`src/rtl/pwm_rate_pkg.sv`:
```
package pwm_rate_pkg;
  localparam int PWM_TAPS  = 11;  // divide by 2^0 .. 2^10
  localparam int PWM_SEL_W = 4;
  localparam int PWM_DIV_W = 8;
  localparam int PWM_NDIV  = 2;   // dividers A and B
endpackage

```
`src/rtl/pwm_tap_counter.sv`:
```
// Free-running binary prescaler. Tap k is high when the low k count bits are all zero.
module pwm_tap_counter #(
  parameter int NUM_TAPS = 11
) (
  input  logic                clk,
  input  logic                rst,
  output logic [NUM_TAPS-1:0] taps
);
  localparam int CW = NUM_TAPS - 1;

  logic [CW-1:0] cnt_q;

  always_ff @(posedge clk) begin
    if (rst) cnt_q <= '0;
    else     cnt_q <= cnt_q + CW'(1);
  end

  assign taps[0] = ~rst;

  generate
    for (genvar k = 1; k < NUM_TAPS; k++) begin : g_tap
      assign taps[k] = ~rst & (cnt_q[k-1:0] == '0);
    end
  endgenerate
endmodule

```
`src/rtl/pwm_lin_div.sv`:
```
// Linear divider: counts pulses of the selected tap and emits one pulse every DIV of them.
module pwm_lin_div #(
  parameter int NUM_TAPS = 11,
  parameter int SEL_W    = 4,
  parameter int DIV_W    = 8
) (
  input  logic                clk,
  input  logic                rst,
  input  logic [NUM_TAPS-1:0] taps,
  input  logic [SEL_W-1:0]    sel_in,
  input  logic [DIV_W-1:0]    div_in,
  output logic                pulse
);
  logic [SEL_W-1:0] sel_q;
  logic [DIV_W-1:0] div_q;
  logic [DIV_W-1:0] cnt_q;
  logic             chg;
  logic             tap_hit;
  logic             active;
  logic             last;

  // Any difference from the stored setting counts as a reconfiguration.
  assign chg = (sel_in != sel_q) | (div_in != div_q);

  // Reserved select codes match no tap and leave tap_hit low.
  always_comb begin
    tap_hit = 1'b0;
    for (int i = 0; i < NUM_TAPS; i++) begin
      if (sel_q == SEL_W'(i)) tap_hit = taps[i];
    end
  end

  assign active = (div_q != '0);
  assign last   = (cnt_q == div_q - DIV_W'(1));
  assign pulse  = ~rst & ~chg & active & tap_hit & last;

  always_ff @(posedge clk) begin
    if (rst) begin
      sel_q <= '0;
      div_q <= '0;
      cnt_q <= '0;
    end else if (chg) begin
      sel_q <= sel_in;
      div_q <= div_in;
      cnt_q <= '0;
    end else if (active & tap_hit) begin
      cnt_q <= last ? '0 : cnt_q + DIV_W'(1);
    end
  end
endmodule

```
`src/rtl/pwm_rate_gen.sv`:
```
module pwm_rate_gen
  import pwm_rate_pkg::*;
#(
  parameter int NUM_TAPS = PWM_TAPS,
  parameter int SEL_W    = PWM_SEL_W,
  parameter int DIV_W    = PWM_DIV_W
) (
  input  logic                clk,
  input  logic                rst,
  input  logic [SEL_W-1:0]    sel_a,
  input  logic [DIV_W-1:0]    div_a,
  input  logic [SEL_W-1:0]    sel_b,
  input  logic [DIV_W-1:0]    div_b,
  output logic [NUM_TAPS-1:0] tap_en,
  output logic                en_a,
  output logic                en_b
);
  localparam int NDIV = PWM_NDIV;

  logic [NDIV-1:0][SEL_W-1:0] sel_v;
  logic [NDIV-1:0][DIV_W-1:0] div_v;
  logic [NDIV-1:0]            en_v;

  assign sel_v[0] = sel_a;
  assign sel_v[1] = sel_b;
  assign div_v[0] = div_a;
  assign div_v[1] = div_b;
  assign en_a     = en_v[0];
  assign en_b     = en_v[1];

  pwm_tap_counter #(.NUM_TAPS(NUM_TAPS)) u_taps (
    .clk  (clk),
    .rst  (rst),
    .taps (tap_en)
  );

  generate
    for (genvar d = 0; d < NDIV; d++) begin : g_div
      pwm_lin_div #(
        .NUM_TAPS (NUM_TAPS),
        .SEL_W    (SEL_W),
        .DIV_W    (DIV_W)
      ) u_div (
        .clk    (clk),
        .rst    (rst),
        .taps   (tap_en),
        .sel_in (sel_v[d]),
        .div_in (div_v[d]),
        .pulse  (en_v[d])
      );
    end
  endgenerate
endmodule

```
`config.mk`:
```
export PLATFORM = sky130hd
export DESIGN_NAME = pwm_rate_gen
export DESIGN_NICKNAME = d
export VERILOG_FILES = /design/src/rtl/pwm_rate_pkg.sv /design/src/rtl/pwm_tap_counter.sv /design/src/rtl/pwm_lin_div.sv /design/src/rtl/pwm_rate_gen.sv
export SDC_FILE = /design/constraint.sdc
export NUM_CORES = 1
export LEC_CHECK = 0
export BUFFER_PORTS_ARGS = -buffer_cell sky130_fd_sc_hd__clkbuf_2
export CORE_MARGIN = 2
export CORE_UTILIZATION = 40
export CTS_CLUSTER_DIAMETER = 40
export DETAILED_ROUTE_END_ITERATION = 12
export PLACE_DENSITY_LB_ADDON = 0.3
export SYNTH_ARGS = -nofsm -noshare
export SYNTH_HDL_FRONTEND = slang
export SYNTH_HIERARCHICAL = 1
export SYNTH_SLANG_ARGS = --single-unit
```
`constraint.sdc`:
```
create_clock -name clk -period 3.35 [get_ports clk]
set_clock_uncertainty 0.1 [all_clocks]
set_input_delay 0 -clock clk [delete_from_list [all_inputs] [get_ports clk]]
set_output_delay 0 -clock clk [all_outputs]
set_load 0.05 [all_outputs]
```
Word level (Yosys, flattened, before mapping)
Index checks and enable logic that the tools add are counted.

operators by class
  equality and inequality tests = 26
  reductions and logical operators = 15
  bitwise gates (word level) = 26
  add/sub/neg operators = 5
  mux-type cells = 24

operator list
  operator               count
  $eq 4x3->1 const B     8
  $eq 4x4->1 const B     6
  $mux 1                 22
  $and 1x1->1            20
  $add 8x1->8 const B    2
  $eq 4x2->1 const B     4
  $eq 8x8->1             2
  $mux 8                 2
  $ne 8x8->1             2
  $reduce_bool 8->1      2
  $sub 8x1->8 const B    2
  $logic_not 4->1        3
  $add 10x1->10 const B  1
  $logic_not 10->1       1
  $logic_not 9->1        1
  $eq 4x1->1 const B     2
  $logic_not 8->1        1
  $ne 4x4->1             2
  $logic_not 7->1        1
  $logic_not 6->1        1
  $logic_not 5->1        1
  $not 1->1              4
  $reduce_or 2->1        2
  $logic_not 3->1        1
  2 further kinds        3

storage, ports and cells
  logic and storage cells = 103
  flip-flop bits (word level) = 50
  output and inout bits = 13

Longest topological paths before layout
Gate-level depths: netlist of run 1.

  word-level depth = 14
  depth in mapped cells = 11
  mapped depth without buffers = 11

Cells and area by module
The synthesis of run 1 kept the hierarchy.

modules (own cells, without submodules)
  module           cells each  area an instance (um^2)  instances  seq. area each (um^2)
  pwm_lin_div      139         1251.2                   2          400.4
  pwm_tap_counter  63          530.5                    1          200.2

Least setup slack after synthesis of run 1
OpenSTA, ideal clock, no wires.

  path kind = register -> output
  start = register u_taps.cnt_q[0]
  end = output port en_a
  required time = 3.250 ns
  slack = -1.407 ns
  arrival = 4.657 ns
  stages on the path, launching flop included = 11
  cells stage by stage = dfxtp_1 > inv_1 > ha_1 > or3b_4 > or4_4 > nor3_1 > mux2i_1 > o311ai_1 > o31ai_2 > or2_2 > nor3_1

on the way
  elaborated cells between the ends (all ways) = 32
  classes of those cells = mux (10); bitwise (13); reduce/logical (9)

RTL lines
  what                      RTL line               RTL
  start, declared           pwm_tap_counter.sv:11  logic [CW-1:0] cnt_q;
  start signal, assigned    pwm_tap_counter.sv:15  else cnt_q <= cnt_q + CW'(1);
  $logic_not 8->1           pwm_tap_counter.sv:22  assign taps[k] = ~rst & (cnt_q[k-1:0] == '0);
  $and 1x1->1               pwm_tap_counter.sv:22
  named net tap_en[8]       pwm_rate_gen.sv:14     output logic [NUM_TAPS-1:0] tap_en,
  $mux 1 (3 in a row)       pwm_lin_div.sv:29      if (sel_q == SEL_W'(i)) tap_hit = taps[i];
  $and 1x1->1 (2 in a row)  pwm_lin_div.sv:35      assign pulse = ~rst & ~chg & active & tap_hit & last;
  end, declared             pwm_rate_gen.sv:15     output logic en_a,

The timed path passes the listed nets, and every way through them passes these cells.

Worst setup path in the final report of run 1
  start = register u_taps.cnt_q[0]
  end = output port en_a

on the way
  word-level cells in the longest chain between the ends = 14
  elaborated cells between the ends (all ways) = 32
  classes of those cells = mux (10); bitwise (13); reduce/logical (9)

ends and longest elaborated chain
  what                        RTL line
  $not 1->1                   pwm_tap_counter.sv:22
  $and 1x1->1                 pwm_tap_counter.sv:22
  $mux 1 (9 in a row)         pwm_lin_div.sv:29
  $mux 1 *                    pwm_lin_div.sv:29
  $and 1x1->1 * (2 in a row)  pwm_lin_div.sv:35

Mark *: on every way between the ends. The rest lies on a longest branch, timed or not.

==> results of run 1 <==
[per-stage QoR]
step,cells,util [%]
3_3_place_gp,470,46.4
3_5_place_dp,470,46.4
5_1_grt,510,53.3
2_1_floorplan,341,-
4_1_cts,509,52.4
6_report,510,53.3
[synthesized netlist by cell type (all sizes together) (2+ instances only)]
| cell type | instances |
|---|---|
| or4b | 4 |
| a21oi | 10 |
| dfxtp | 50 |
| nor2 | 32 |
| nand3 | 14 |
| nand3b | 6 |
| nor4 | 5 |
| nand4bb | 2 |
| or3 | 2 |
| clkbuf | 12 |
| o211ai | 4 |
| o31ai | 6 |
| nor4b | 3 |
| inv | 12 |
| ha | 6 |
| a41oi | 2 |
| o21ai | 4 |
| o21bai | 2 |
| or2 | 2 |
| nor2b | 29 |
| and4 | 2 |
| nand2 | 16 |
| nor3 | 16 |
| o311ai | 4 |
| a32o | 2 |
| xnor2 | 39 |
| nor3b | 4 |
| a21o | 2 |
| xor2 | 16 |
| nand4 | 10 |
| nand2b | 4 |
| mux2i | 10 |
| or4 | 7 |
[timing repair]
| action | in CTS | in global routing |
|---|---|---|
| hold buffers | 24 | 0 |
| endpoints found under the setup margin | 2 | 15 |
| pin swaps | 9 | 9 |
| buffers inserted | 7 | 1 |
| endpoints found under the hold margin | 24 | 0 |
| gates resized for setup | 12 | 13 |
[flip-flops by register name, indices dropped and copies added (netlist names)]
name and count:
g_div.u_div/div_q 16, g_div.u_div/sel_q 8, u_taps/cnt_q 10, g_div.u_div/cnt_q 16
[final timing paths]
path	startpoint	to	slack, ns	cells after the start
hold reg to reg	u_taps/cnt_q[9]	u_taps/cnt_q[9]	0.43	2
setup / recovery	u_taps/cnt_q[0]	en_a	0.04	12
setup reg to reg	u_taps/cnt_q[0]	g_div[1].u_div/cnt_q[2]	0.13	14
hold / removal	rst	u_taps/cnt_q[4]	0.11	3
[kinds of logic (layout without fill, tap and decap cells)]
group | Yosys count | after routing | synth area share [%]
AOI/OAI and AO/OA | 36 | 36 | 9.98
and+or+nand+nor | 159 | 159 | 32.0
DFF | 50 | 50 | 33.0
xor gates and xnor gates | 55 | 55 | 15.9
muxes | 11 | 11 | 3.67
adders and majority gates | 6 | 6 | 2.48
buffers and inverters | 24 | 94 | 2.97
[final cells by class]
cell class	count	share of cell area, %
tap	99	3.19
inverter	12	1.22
timing repair buffer	74	14.2
multi-input combinational	267	53.2
clock buffer	6	1.87
sequential	50	25.9
clock inverter	2	0.354
[tightest hold or removal path: stages]
cell and delay (ns):
clkbuf_2 0.10, buf_4 0.26, nor2_1 0.13
[per-layer routing]
layer / up-vias / track usage [%]
met5: - / 0
met4: 0 / 6.31
met3: 8 / 3.07
met2: 50 / 28.3
met1: 1224 / 23.2
li1: 1335 / -
[where the power goes]
group / internal [uW] / total (uW) / leakage (uW) / switching (uW)
registers: 613 / 645 / 0.000411 / 32.1
logic: 148 / 329 / 0.000947 / 181
clock network: 148 / 354 / 0.0000452 / 207
==> results.sh, run 1 <==
export IMPL_outcome="finished clean"
export IMPL_leakagePower_uw=0.00140
export IMPL_required_ns=3.25
export IMPL_fin_ws_ns=0.0370
export IMPL_cts_tree="built"
export IMPL_finalHoldViolCount=0
export IMPL_fin_crit_sh_pct=98.9
export IMPL_final_common_cell="dfxtp_1"
export IMPL_drv_slew=0
export IMPL_die_w_um=91.1
export IMPL_via_per_inst=5.13
export IMPL_initial_core_util_pct=41.6
export IMPL_drive_gt1_share_pct=23.6
export IMPL_cap_violations=0
export IMPL_syn_inst=341
export IMPL_areaGrowthSynthToFinish_pct=28.1
export IMPL_power_uw=1330
export IMPL_power_density_mw_per_mm2=342
export IMPL_crit_family="simple AND/OR/NAND/NOR gates"
export IMPL_syn_area_sq_mm=0.00303
export IMPL_wl_met3_um=232
export IMPL_grt_pass1_vias=2468
export IMPL_seq_area_frac_synth_pct=33.0
export IMPL_grtUsageTotal_pct=17.4
export IMPL_worstPathArrival_ns=3.21
export IMPL_rows=31
export IMPL_period_needed_ns=3.31
export IMPL_ys_flop_type="dfxtp_1"
export IMPL_top_layer="met4"
export IMPL_ys_async_sr_fraction_pct=0
export IMPL_wl_per_cell_um=13.9
export IMPL_critPathLaunchType="flop"
export IMPL_antennaDiodeCount=0
export IMPL_synth_top_cell_area_share_pct=33.0
export IMPL_grt_max_degree=41
export IMPL_cts_buffers=5
export IMPL_path_class="flop to output pin"
export IMPL_wl_met2_mm=3.40
export IMPL_core_area_sq_mm=0.00729
export IMPL_clock_sinks=50
export IMPL_fill_cells=665
export IMPL_antenna_found_initial=0
export IMPL_htreeDepth=2
export IMPL_drt_initial_drc_count=206
export IMPL_io_pins=39
export IMPL_first_pass_iters=4
export IMPL_worst_setup_path_end_kind="output pin"
export IMPL_crit_chain="inv_4 -> ha_4 -> or3b_4 -> or4_4 -> buf_12 -> nor3_4 -> mux2i_1 -> o311ai_2 -> o31ai_2 -> or2_4 -> nor3_4 -> buf_8"
export IMPL_seq_area_sq_mm=0.00101
export IMPL_synthTopCellsByArea="dfxtp_1 (33%), xnor2_1 (11%), nor2b_1 (6.0%)"
export IMPL_drcViolationCount=0
export IMPL_tns_ns=0
export IMPL_hold_slack_ns=0.113
export IMPL_clkTransAtPathRegs_ns=0.09
export IMPL_cpMostUsedCell="nor3_4"
export IMPL_ys_types=42
export IMPL_syn_num_nets=373
export IMPL_cts_root_buf="clkbuf_8"
export IMPL_slew_headroom_pct=61.2
export IMPL_overflow=0
export IMPL_max_freq_ghz=0.302
export IMPL_path_buf_inv=3
export IMPL_ant_nets=0
export IMPL_routabilityCongestion=0.828
export IMPL_hp_class="input pin to flop"
export IMPL_worst_slew_pin_slew_ns=0.582
export IMPL_die_h_um=91.1
export IMPL_crit_slowest_cell="or4_4"
export IMPL_worstPathMaxFanout=4
export IMPL_multi_input_area_sq_mm=0.00207
export IMPL_grt_pass1_wl_mm=11.7
export IMPL_synth_top_area_cell="dfxtp_1"
export IMPL_synth_seq_cells=50
export IMPL_dp_hpwl_mm=4.94
export IMPL_stdcell_area_sq_mm=0.00388
export IMPL_synth_edf_count=0
export IMPL_nets=442
export IMPL_final_cell_mix="dfxtp_1 (48), xnor2_1 (39), clkbuf_2 (36)"
export IMPL_setup_viol=0
export IMPL_port_buffers=38
export IMPL_clockBufferDepth=2
export IMPL_die_area_sq_mm=0.00829
export IMPL_slowest_delay_ns=0.46
export IMPL_yosys_warnings=6
export IMPL_clk_latency_ns=0.31
export IMPL_wl_met1_mm=3.32
export IMPL_preCtsSetupSlack_ns=0.0919
export IMPL_dpl_instance_area_sq_mm=0.00338
export IMPL_ir_drop_mv=0.202
export IMPL_syn_area_per_cell_sq_um=8.89
export IMPL_route_vias_total=2617
export IMPL_routed_wl_mm=7.06
export IMPL_rsz0062_at_grt="yes"
Power figures use the tool's default switching activity.
==> inputs of run 2 (changes only) <==
CTS_CLUSTER_SIZE = 8   (was default)
SYNTH_HIERARCHICAL = default   (was 1)
==> run 2 against run 1 <==
Register-to-register slack better by 0.17 ns; critical path type unchanged; sequential power down 0.6%; final cell count down 0.20%; clock power down 1%; worst hold slack worse by 0.012 ns.
==> results.sh, run 2 <==
export IMPL_outcome="finished clean"
export IMPL_antenna_found_initial=0
export IMPL_areaGrowthSynthToFinish_pct=19.9
export IMPL_io_pins=39
export IMPL_die_w_um=90.5
export IMPL_core_area_sq_mm=0.00725
export IMPL_syn_num_nets=387
export IMPL_required_ns=3.25
export IMPL_fin_crit_sh_pct=93.0
export IMPL_grt_max_degree=39
export IMPL_ys_async_sr_fraction_pct=0
export IMPL_hp_class="input pin to flop"
export IMPL_dp_cells=478
export IMPL_fin_cells=509
export IMPL_max_freq_ghz=0.321
export IMPL_clockBufferDepth=2
export IMPL_nets=442
export IMPL_syn_inst=355
export IMPL_cp_startpoint="u_taps.cnt_q[1]"
export IMPL_path_buf_inv=3
export IMPL_clk_latency_ns=0.31
export IMPL_synth_top_area_cell="dfxtp_1"
export IMPL_synth_seq_cells=50
export IMPL_hold_depth=3
export IMPL_met3_usage_pct=3.09
export IMPL_rows=31
export IMPL_crit_slowest_cell="or4b_4"
export IMPL_tns_ns=0
export IMPL_drive_gt1_share_pct=15.1
export IMPL_worst_path_stages=9
export IMPL_yosys_warnings=0
export IMPL_wl_per_cell_um=13.8
export IMPL_leakagePower_uw=0.00148
export IMPL_final_cell_mix="dfxtp_1 (50), clkbuf_2 (38), xor2_1 (34), nor2b_1 (34), nor2_1 (27)"
export IMPL_dpl_instance_area_sq_mm=0.00327
export IMPL_overflow=0
export IMPL_ys_flop_type="dfxtp_1"
export IMPL_drt_initial_drc_count=142
export IMPL_preCtsSetupSlack_ns=0.320
export IMPL_power_uw=1260
export IMPL_finalHoldViolCount=0
export IMPL_via_per_inst=5.18
export IMPL_crit_family="simple AND/OR/NAND/NOR gates"
export IMPL_cap_violations=0
export IMPL_fin_ws_ns=0.233
export IMPL_stdcell_area_sq_mm=0.00359
export IMPL_cts_tree="built"
export IMPL_seq_area_frac_synth_pct=33.4
export IMPL_route_vias_total=2636
export IMPL_die_area_sq_mm=0.00820
export IMPL_synth_most_common_cell="dfxtp_1"
export IMPL_cts_root_buf="clkbuf_8"
export IMPL_syn_area_per_cell_sq_um=8.44
export IMPL_final_common_cell="dfxtp_1"
export IMPL_period_needed_ns=3.12
export IMPL_crit_chain="inv_1 -> ha_1 -> or4b_4 -> o41ai_2 -> a222oi_1 -> or3_1 -> buf_4 -> nor3b_2 -> clkbuf_2"
export IMPL_htreeDepth=2
export IMPL_worst_setup_path_end_kind="output pin"
export IMPL_fill_cells=720
export IMPL_endpoint="en_a"
export IMPL_ys_types=61
export IMPL_busiest_layer="met2"
export IMPL_regToRegSetupSlack_ns=0.30
export IMPL_regToRegEndpoint="g_div[0].u_div.cnt_q[5]"
export IMPL_grt_met1_usage_pct=22.7
export IMPL_r2r_start="u_taps.cnt_q[1]"
export IMPL_worstPathArrival_ns=3.02
export IMPL_worst_slew_pin_slew_ns=0.406
export IMPL_grt_use_met2_pct=30.2
export IMPL_drcViolationCount=0
export IMPL_routabilityCongestion=0.810
export IMPL_first_pass_iters=4
export IMPL_routed_wl_mm=7.01
export IMPL_syn_area_sq_mm=0.00300
export IMPL_synth_commonest_cells="dfxtp_1 (50), nor2b_1 (34), xor2_1 (34)"
export IMPL_synthTopCellsByArea="dfxtp_1 (33%), xor2_1 (9.9%), nor2b_1 (7.1%)"
export IMPL_clkTransAtPathRegs_ns=0.09
export IMPL_path_class="flop to output pin"
export IMPL_r2r_cells=9
export IMPL_cts_buffers=5
export IMPL_port_buffers=38
export IMPL_slowest_delay_ns=0.59
export IMPL_setup_viol=0
export IMPL_power_density_mw_per_mm2=351
export IMPL_critPathLaunchType="flop"
export IMPL_antennaDiodeCount=0
export IMPL_post_cts_setup_buffers=0
export IMPL_initial_core_util_pct=41.3
export IMPL_die_h_um=90.5
export IMPL_ir_drop_mv=0.170
export IMPL_rsz0062_at_grt="no"
export IMPL_drv_slew=0
export IMPL_grt_pass1_wl_mm=11.9
export IMPL_synth_edf_count=0
export IMPL_ant_nets=0
export IMPL_grt_pass1_vias=2550
export IMPL_grtUsageTotal_pct=17.5
export IMPL_dp_hpwl_mm=5.01
export IMPL_slew_headroom_pct=72.7
export IMPL_worstPathMaxFanout=12
export IMPL_clock_sinks=50
export IMPL_reg_top3="g_div.u_div.cnt_q: 16 flops, g_div.u_div.div_q: 16 flops, u_taps.cnt_q: 10 flops"
export IMPL_synth_top_cell_area_share_pct=33.4
-- run 2: changes by cell type in the layout (fill, tap and decap cells not counted), moves of 6 or more --
cell / delta
a21oi_1: +14
and3_1: +10
mux2i_1: -10
nand2_1: -9
nor3_4: -6
xnor2_1: -20
xor2_1: +18
-- run 2: worst min-delay path by stage --
stage          startpoint                 endpoint  slack (ns)
2_1_floorplan    div_a[0]  g_div[0].u_div.div_q[0]        0.03
3_3_place_gp     sel_b[1]  g_div[1].u_div.sel_q[1]        0.14
3_5_place_dp     div_b[0]  g_div[1].u_div.div_q[0]        0.15
5_1_grt               rst          u_taps.cnt_q[3]        0.12
4_1_cts               rst          u_taps.cnt_q[0]        0.12
6_report              rst          u_taps.cnt_q[0]        0.10
-- run 2: tightest hold or removal path, stage by stage --
cell      delay (ns)
clkbuf_2        0.09
buf_4           0.25
nor2_1          0.12
-- run 2: final cells by class --
cell class                 instances  area [sq um]  share of cell area (%)
sequential                        50          1000                    27.9
inverter                          12          45.0                    1.25
multi-input combinational        273          1870                    52.1
timing repair buffer              68           475                    13.2
tap                               99           124                    3.45
clock buffer                       7          76.3                    2.13
-- run 2: kinds of logic (layout without fill, tap and decap cells) --
group | after synthesis | after routing | synth area share [%]
AO/OA/AOI/OAI | 61 | 61 | 13.7
XOR/XNOR | 53 | 53 | 15.5
adder cells (fa/ha/maj) | 6 | 6 | 2.51
buffers and inverters | 32 | 87 | 4.59
flip-flops | 50 | 50 | 33.4
multiplexers | 2 | 2 | 0.752
AND/OR/NAND/NOR | 151 | 151 | 29.5
-- run 2: what timing repair did --
| action | CTS | global route |
|---|---|---|
| endpoints found under the hold margin | 24 | 0 |
| hold buffers | 24 | 0 |
| gates resized for setup | 0 | 0 |
-- run 2: per-layer routing --
metal / wire length (um) / up-vias
li1: - / 1354
met1: 3400 / 1228
met2: 3330 / 48
met3: 224 / 6
met4: 56 / 0
met5: 0 / -
-- run 2: through the flow --
step / hold WS, ns / util (%)
after floorplan: 0.0282 / -
after global placement: 0.140 / 45.1
after detailed placement: 0.149 / 45.1
after CTS: 0.116 / 49.5
after global routing: 0.124 / 49.5
final: 0.102 / 49.5
-- run 2: power breakdown --
part	internal, uW	total (uW)	switching (uW)	leakage [uW]
sequential	613	641	28.2	0.000410
combinational	120	271	151	0.00103
clock	145	350	206	0.0000383
total	877	1260	385	0.00148
